==> src/rtl/ffvl_pkg.sv <==
package ffvl_pkg;

  localparam logic [1:0] SEL_TRUNCATE = 2'b01;

  typedef struct packed {
    logic       ff;         // truncating mode selected
    logic       inv;        // invert test sense
    logic [1:0] crsel;      // condition bit select (rc=1)
    logic       incl;       // include failing element (rc=0)
    logic       cond_only;  // suppress destination writes (rc=0)
    logic       rc;         // condition-field write flag
  } ffcfg_t;

  typedef enum logic [1:0] {
    ST_IDLE = 2'd0,
    ST_SCAN = 2'd1,
    ST_FIN  = 2'd2
  } scan_st_e;

endpackage

==> src/rtl/ffvl_decode.sv <==
module ffvl_decode
  import ffvl_pkg::*;
(
  input  logic [4:0] mode_in,
  input  logic       rc_in,
  output ffcfg_t     cfg
);

  logic is_trunc;

  assign is_trunc = (mode_in[4:3] == SEL_TRUNCATE);

  always_comb begin
    cfg           = '0;
    cfg.ff        = is_trunc;
    cfg.rc        = rc_in;
    cfg.inv       = is_trunc & mode_in[2];
    cfg.crsel     = rc_in ? mode_in[1:0] : 2'b00;
    cfg.incl      = is_trunc & ~rc_in & mode_in[1];
    cfg.cond_only = is_trunc & ~rc_in & mode_in[0];
  end

endmodule

==> src/rtl/ffvl_scan.sv <==
module ffvl_scan
  import ffvl_pkg::*;
#(
  parameter int MAX_VL = 64,
  parameter int VLW    = $clog2(MAX_VL + 1)
) (
  input  logic           clk,
  input  logic           rst_n,
  input  logic           start,
  input  logic [VLW-1:0] vl_in,
  input  ffcfg_t         cfg_in,
  input  logic           in_valid,
  output logic           in_ready,
  input  logic [3:0]     in_cond,
  input  logic           in_zero,
  output logic           fin,
  output ffcfg_t         cfg_q,
  output logic [VLW-1:0] vl_q,
  output logic           fail_seen_q,
  output logic [VLW-1:0] fail_idx_q
);

  localparam logic [VLW-1:0] VL_CAP = VLW'(MAX_VL);

  scan_st_e       state_q;
  logic [VLW-1:0] idx_q;
  logic [VLW-1:0] vl_clamped;
  logic           take;
  logic           test_bit;
  logic           elem_fails;

  assign vl_clamped = (vl_in > VL_CAP) ? VL_CAP : vl_in;
  assign in_ready   = (state_q == ST_SCAN);
  assign take       = in_valid & in_ready;
  assign fin        = (state_q == ST_FIN);

  always_comb begin
    if (cfg_q.rc) begin
      case (cfg_q.crsel)
        2'd0:    test_bit = in_cond[3];
        2'd1:    test_bit = in_cond[2];
        2'd2:    test_bit = in_cond[1];
        default: test_bit = in_cond[0];
      endcase
    end else begin
      test_bit = ~in_zero;
    end
  end

  assign elem_fails = cfg_q.ff & ~(test_bit ^ cfg_q.inv);

  always_ff @(posedge clk or negedge rst_n) begin
    if (!rst_n) begin
      state_q     <= ST_IDLE;
      idx_q       <= '0;
      vl_q        <= '0;
      cfg_q       <= '0;
      fail_seen_q <= 1'b0;
      fail_idx_q  <= '0;
    end else begin
      case (state_q)
        ST_IDLE: begin
          if (start) begin
            vl_q        <= vl_clamped;
            cfg_q       <= cfg_in;
            idx_q       <= '0;
            fail_seen_q <= 1'b0;
            fail_idx_q  <= '0;
            state_q     <= (vl_clamped == '0) ? ST_FIN : ST_SCAN;
          end
        end
        ST_SCAN: begin
          if (take) begin
            if (elem_fails && !fail_seen_q) begin
              fail_seen_q <= 1'b1;
              fail_idx_q  <= idx_q;
            end
            idx_q <= idx_q + 1'b1;
            if (idx_q == vl_q - 1'b1) state_q <= ST_FIN;
          end
        end
        ST_FIN:  state_q <= ST_IDLE;
        default: state_q <= ST_IDLE;
      endcase
    end
  end

  p_accept_in_range_r8: assert property (@(posedge clk) disable iff (!rst_n)
    take |-> (idx_q < vl_q));

  p_stall_holds_r8: assert property (@(posedge clk) disable iff (!rst_n)
    (state_q == ST_SCAN && !in_valid) |=> $stable(idx_q));

  p_fin_single_r9: assert property (@(posedge clk) disable iff (!rst_n)
    fin |=> (state_q == ST_IDLE));

  p_fail_within_r3: assert property (@(posedge clk) disable iff (!rst_n)
    fail_seen_q |-> (fail_idx_q < vl_q));

  p_busy_ignores_start_r10: assert property (@(posedge clk) disable iff (!rst_n)
    (state_q == ST_SCAN && start) |=> $stable(vl_q));

endmodule

==> src/rtl/ffvl_mask.sv <==
module ffvl_mask #(
  parameter int MAX_VL = 64,
  parameter int VLW    = $clog2(MAX_VL + 1)
) (
  input  logic [VLW-1:0]    len,
  output logic [MAX_VL-1:0] mask
);

  for (genvar g = 0; g < MAX_VL; g++) begin : g_bit
    assign mask[g] = (len > VLW'(g));
  end

endmodule

==> src/rtl/ffvl_result.sv <==
module ffvl_result #(
  parameter int MAX_VL = 64,
  parameter int VLW    = $clog2(MAX_VL + 1)
) (
  input  logic              clk,
  input  logic              rst_n,
  input  logic              fin,
  input  logic              cfg_ff,
  input  logic              cfg_rc,
  input  logic              cfg_incl,
  input  logic              cfg_cond_only,
  input  logic [VLW-1:0]    vl_q,
  input  logic              fail_seen_q,
  input  logic [VLW-1:0]    fail_idx_q,
  output logic              done,
  output logic [VLW-1:0]    vl_out,
  output logic [MAX_VL-1:0] dst_we,
  output logic [MAX_VL-1:0] cr_we
);

  logic              truncated;
  logic [VLW-1:0]    new_vl_c;
  logic [VLW-1:0]    cr_len_c;
  logic [MAX_VL-1:0] dst_mask_c;
  logic [MAX_VL-1:0] cr_mask_c;

  assign truncated = cfg_ff & fail_seen_q;
  assign new_vl_c  = truncated ? (fail_idx_q + VLW'(cfg_incl)) : vl_q;

  always_comb begin
    if (cfg_rc)             cr_len_c = truncated ? (fail_idx_q + 1'b1) : vl_q;
    else if (cfg_cond_only) cr_len_c = new_vl_c;
    else                    cr_len_c = '0;
  end

  ffvl_mask #(.MAX_VL(MAX_VL), .VLW(VLW)) u_dst_mask (
    .len  (new_vl_c),
    .mask (dst_mask_c)
  );

  ffvl_mask #(.MAX_VL(MAX_VL), .VLW(VLW)) u_cr_mask (
    .len  (cr_len_c),
    .mask (cr_mask_c)
  );

  always_ff @(posedge clk or negedge rst_n) begin
    if (!rst_n) begin
      done   <= 1'b0;
      vl_out <= '0;
      dst_we <= '0;
      cr_we  <= '0;
    end else begin
      done <= fin;
      if (fin) begin
        vl_out <= new_vl_c;
        dst_we <= cfg_cond_only ? '0 : dst_mask_c;
        cr_we  <= cr_mask_c;
      end
    end
  end

  p_done_pulse_r9: assert property (@(posedge clk) disable iff (!rst_n)
    done |=> !done);

  p_vl_bound_r5: assert property (@(posedge clk) disable iff (!rst_n)
    done |-> (vl_out <= vl_q));

  p_dst_contiguous_r6: assert property (@(posedge clk) disable iff (!rst_n)
    done |-> ((dst_we & (dst_we + 1'b1)) == '0));

  p_dst_within_cr_r7: assert property (@(posedge clk) disable iff (!rst_n)
    (done && cfg_rc) |-> ((dst_we & ~cr_we) == '0));

  p_hold_outputs_r11: assert property (@(posedge clk) disable iff (!rst_n)
    !fin |=> ($stable(vl_out) && $stable(dst_we) && $stable(cr_we)));

endmodule

==> src/rtl/ffvl_trunc.sv <==
module ffvl_trunc
  import ffvl_pkg::*;
#(
  parameter int MAX_VL = 64,
  localparam int VLW   = $clog2(MAX_VL + 1)
) (
  input  logic              clk,
  input  logic              rst_n,
  input  logic              start,
  input  logic [VLW-1:0]    vl_in,
  input  logic [4:0]        mode_in,
  input  logic              rc_in,
  input  logic              in_valid,
  output logic              in_ready,
  input  logic [3:0]        in_cond,
  input  logic              in_zero,
  output logic              done,
  output logic [VLW-1:0]    vl_out,
  output logic [MAX_VL-1:0] dst_we,
  output logic [MAX_VL-1:0] cr_we
);

  ffcfg_t         cfg_dec;
  ffcfg_t         cfg_q;
  logic           fin;
  logic [VLW-1:0] vl_q;
  logic           fail_seen_q;
  logic [VLW-1:0] fail_idx_q;

  ffvl_decode u_decode (
    .mode_in (mode_in),
    .rc_in   (rc_in),
    .cfg     (cfg_dec)
  );

  ffvl_scan #(.MAX_VL(MAX_VL), .VLW(VLW)) u_scan (
    .clk         (clk),
    .rst_n       (rst_n),
    .start       (start),
    .vl_in       (vl_in),
    .cfg_in      (cfg_dec),
    .in_valid    (in_valid),
    .in_ready    (in_ready),
    .in_cond     (in_cond),
    .in_zero     (in_zero),
    .fin         (fin),
    .cfg_q       (cfg_q),
    .vl_q        (vl_q),
    .fail_seen_q (fail_seen_q),
    .fail_idx_q  (fail_idx_q)
  );

  ffvl_result #(.MAX_VL(MAX_VL), .VLW(VLW)) u_result (
    .clk           (clk),
    .rst_n         (rst_n),
    .fin           (fin),
    .cfg_ff        (cfg_q.ff),
    .cfg_rc        (cfg_q.rc),
    .cfg_incl      (cfg_q.incl),
    .cfg_cond_only (cfg_q.cond_only),
    .vl_q          (vl_q),
    .fail_seen_q   (fail_seen_q),
    .fail_idx_q    (fail_idx_q),
    .done          (done),
    .vl_out        (vl_out),
    .dst_we        (dst_we),
    .cr_we         (cr_we)
  );

  p_ready_idle_after_done_r8: assert property (@(posedge clk) disable iff (!rst_n)
    done |-> !in_ready);

endmodule

==> config.mk <==
export PLATFORM = sky130hd
export DESIGN_NAME = ffvl_trunc
export DESIGN_NICKNAME = d
export VERILOG_FILES = /design/src/rtl/ffvl_pkg.sv /design/src/rtl/ffvl_decode.sv /design/src/rtl/ffvl_scan.sv /design/src/rtl/ffvl_mask.sv /design/src/rtl/ffvl_result.sv /design/src/rtl/ffvl_trunc.sv
export SDC_FILE = /design/constraint.sdc
export NUM_CORES = 1
export LEC_CHECK = 0
export BUFFER_PORTS_ARGS = -buffer_cell sky130_fd_sc_hd__buf_4
export CAP_MARGIN = 20
export CORE_MARGIN = 8
export CORE_UTILIZATION = 60
export DETAILED_ROUTE_END_ITERATION = 7
export HOLD_SLACK_MARGIN = 0.1
export PLACE_DENSITY_LB_ADDON = 0.2
export SETUP_SLACK_MARGIN = 0.1
export SYNTH_ARGS = -nofsm -noshare
export SYNTH_HDL_FRONTEND = slang
export SYNTH_SLANG_ARGS = --single-unit
==> constraint.sdc <==
create_clock -name clk -period 6.6 [get_ports clk]
set_input_delay 0 -clock clk [delete_from_list [all_inputs] [get_ports clk]]
set_output_delay 0 -clock clk [all_outputs]
set_load 0.005 [all_outputs]
==> impl_results.md <==
* Status: complete, no violations
* Least-Margin Pin Slew at roughly 1100 ps
* Max Cap Violations at 0
* Mapped Area at 8070 sq um
* Maximum clock frequency at 302 MHz
* First-pass GRT wire length at around 38000 microns
* Placeable core area at 13200 sq um
* Layout cells sized above 1 at 22.1%
* Final setup margin at 3290 ps
* First-pass iteration count of the detailed router at 7
* Worst slew margin relative to its limit at a little over a quarter
* Die width at 132 microns
* Final net count at ~1100
* EDFF count, synth at 0
* Grt total ovfl at 0
* Setup Viol. Count Final at 0
* Vias in the first global route at 7181
* Final worst path period share at 50.1%
* Yosys top cell area share at 51.8%
* Fin cells at 1214
* Drt initial violations at about 970
* Resized cells post-CTS at 0
* Largest net degree at the start of global routing at 87
* Post-Place Cell Area at 9280 sq um
* Max clock buf depth at 2
* Top_reg_cell synth: dfrtp_1
* Critical path endpoint category: flop
* Top cell type by total area after synthesis: dfrtp_1
* Crit path DAT at 3630 ps
* Total number of vias at around 7500
* DIE HEIGHT at between 100 and 150 microns
* Hpwl dp at 15700 microns
* Final antenna-violating net count at 0
* CTS Sinks at 167
* Latest clock arrival within the worst-skew pair at about 430 ps
* Setup TNS at 0 ps
* CTS Buf Count at 17
* Post-layout minimum cycle time at 3310 ps
* Max VDD drop at 213 uV
* Post-CTS Setup Bufs at 0
* Fin. Hold Viols at 0
* Synth top cells by count: 167 x dfrtp_1, 138 x nand2_1, 92 x nor2_1, 85 x a21oi_1, 65 x o21ai_0
* Total GRT Usage at 26.7%
* RSZ-0062 raised after global routing: false
* Distinct cells, synth at 76
* Routed WL per cell at 19.4 microns
* Number of port buffers at 158
* Row cnt at 42
* Ports at 159
* Reg clk slew, reported paths at 60 ps
* Power, Total at 0.00466 W
* Worst Skew at between 9 and 10 ps
* Syn Nets at 911
* Initial core utilization at 61.2%
* Area grow syn2layout at 25.1%
* Crit path required time at a little under 7000 ps
* Yosys reg bits at ~170
* Power per cell area at 462 nW/um^2
* Via/cell ratio at 6.17
* Final Cell Area at 10100 sq um
* Async set-or-reset flop fraction in the synthesized netlist at 100%
* DP Worst Slack at 3380 ps
* Kind of critical path: flop to flop
* Root Buffer: clkbuf_16
* Top-count cell post-synth: dfrtp_1
* Crit path max fanout at 26
* Top post-synthesis cells by area: dfrtp_1 52%, nand2_1 6.4%, a21oi_1 5.3%
* RePlAce Congestion at 0.883
* Static Leakage at about 4.8 nW
* Syn Area/Cell at 9.12 sq um
* ANT cells at 0
* Final wirelength at 23500 microns
* Sequential area share after synthesis at 51.8%
* Htree depth at 4
* TritonCTS clock tree: yes
* Initial antenna violation count at 0
* Placed Cells at between 1000 and 1500
* Slew Viols, Final at 0
* Startpoint Class: flop
* Die area at ~17000 sq um
* Worst min-delay path class: input pin to flop
* Residual DRC count at 0
* Syn. warnings at 0
* Cell count after synthesis at 884
-- repair_timing --
| action | CTS | global route |
|---|---|---|
| hold buffers | 18 | 0 |
| hold endpoints to repair | 103 | 0 |
| setup endpoints to repair | 0 | 0 |
-- routing by layer --
metal | share of wire, % | global-route usage [%]
met1 | 42 | 35.3
met2 | 47 | 41.6
met3 | 8.4 | 6.94
met4 | 2.1 | 9.44
met5 | 0 | 0
-- metrics by stage --
stage | hold WS [ps] | util [%]
after floorplan | -296 | -
after global placement | 105 | 70.4
after detailed placement | 103 | 70.4
after CTS | 119 | 76.2
after global routing | 140 | 76.5
final | 131 | 76.5
-- final timing paths --
path	startpoint	endpoint	slack, ps	cells after the start
hold / removal	start	u_scan.idx_q[2]	130	3
setup / recovery	u_scan.fail_seen_q	u_result.dst_we[8]	3290	6
hold reg to reg	u_result.vl_out[2]	u_result.vl_out[2]	480	2
max in group asynchronous	rst_n	u_scan.vl_q[2]	5370	4
min in group asynchronous	rst_n	u_result.dst_we[50]	200	2
setup reg to reg	u_scan.fail_seen_q	u_result.dst_we[8]	3290	6
-- sequential cells by signal (all words and copies together) (netlist names) --
signal	cells
u_result.cr_we	64
u_result.dst_we	64
u_result.vl_out	7
u_scan.cfg_q	7
u_scan.fail_idx_q	7
u_scan.idx_q	7
u_scan.vl_q	7
u_scan.state_q	2
u_result.done	1
u_scan.fail_seen_q	1
-- worst max-delay path, cell delays in order, from the launching register on --
cell	delay (ps)
dfrtp_1	490
and2_1	910
o21ai_0	320
o22a_2	340
or3_1	520
or3_1	360
a32o_1	260
-- layout by cell type, fill, tap and decap left out, types with 7 or more instances in the layout --
| cell type | instances |
|---|---|
| dfrtp_1 | 167 |
| a22o_1 | 11 |
| o211ai_1 | 10 |
| o21ai_1 | 44 |
| nand3b_1 | 10 |
| xor2_1 | 7 |
| clkbuf_16 | 17 |
| nand3_1 | 31 |
| xnor2_1 | 9 |
| nand2_1 | 138 |
| nor3_1 | 13 |
| buf_4 | 167 |
| dlygate4sd3_1 | 18 |
| o21ai_0 | 65 |
| a21o_1 | 8 |
| a31oi_1 | 18 |
| or3_1 | 8 |
| nor2_1 | 92 |
| a21oi_1 | 84 |
-- power breakdown --
part	switching, W	internal (W)
clock network	0.000405	0.000586
logic	0.00115	0.000824
registers	0.000331	0.00136
total	0.00189	0.00277
-- cells by family after synthesis --
group / after synthesis / synth area share, %
mux: 7 / 1.09
xor+xnor: 16 / 1.74
flops: 167 / 51.8
simple gates: 337 / 19.3
compound gates: 283 / 21.5
buf+inv: 69 / 3.78
fa+ha+maj: 5 / 0.776
-- cell type report --
type	count	area, sq um
repair buffers	188	1480
clock buffers	21	470
multi-input cells	648	3610
well taps	176	220
fillers	977	3100
clock inverters	10	119
flip-flops and latches	167	4180
inverters	4	15.0
Power figures use the tool's default switching activity.
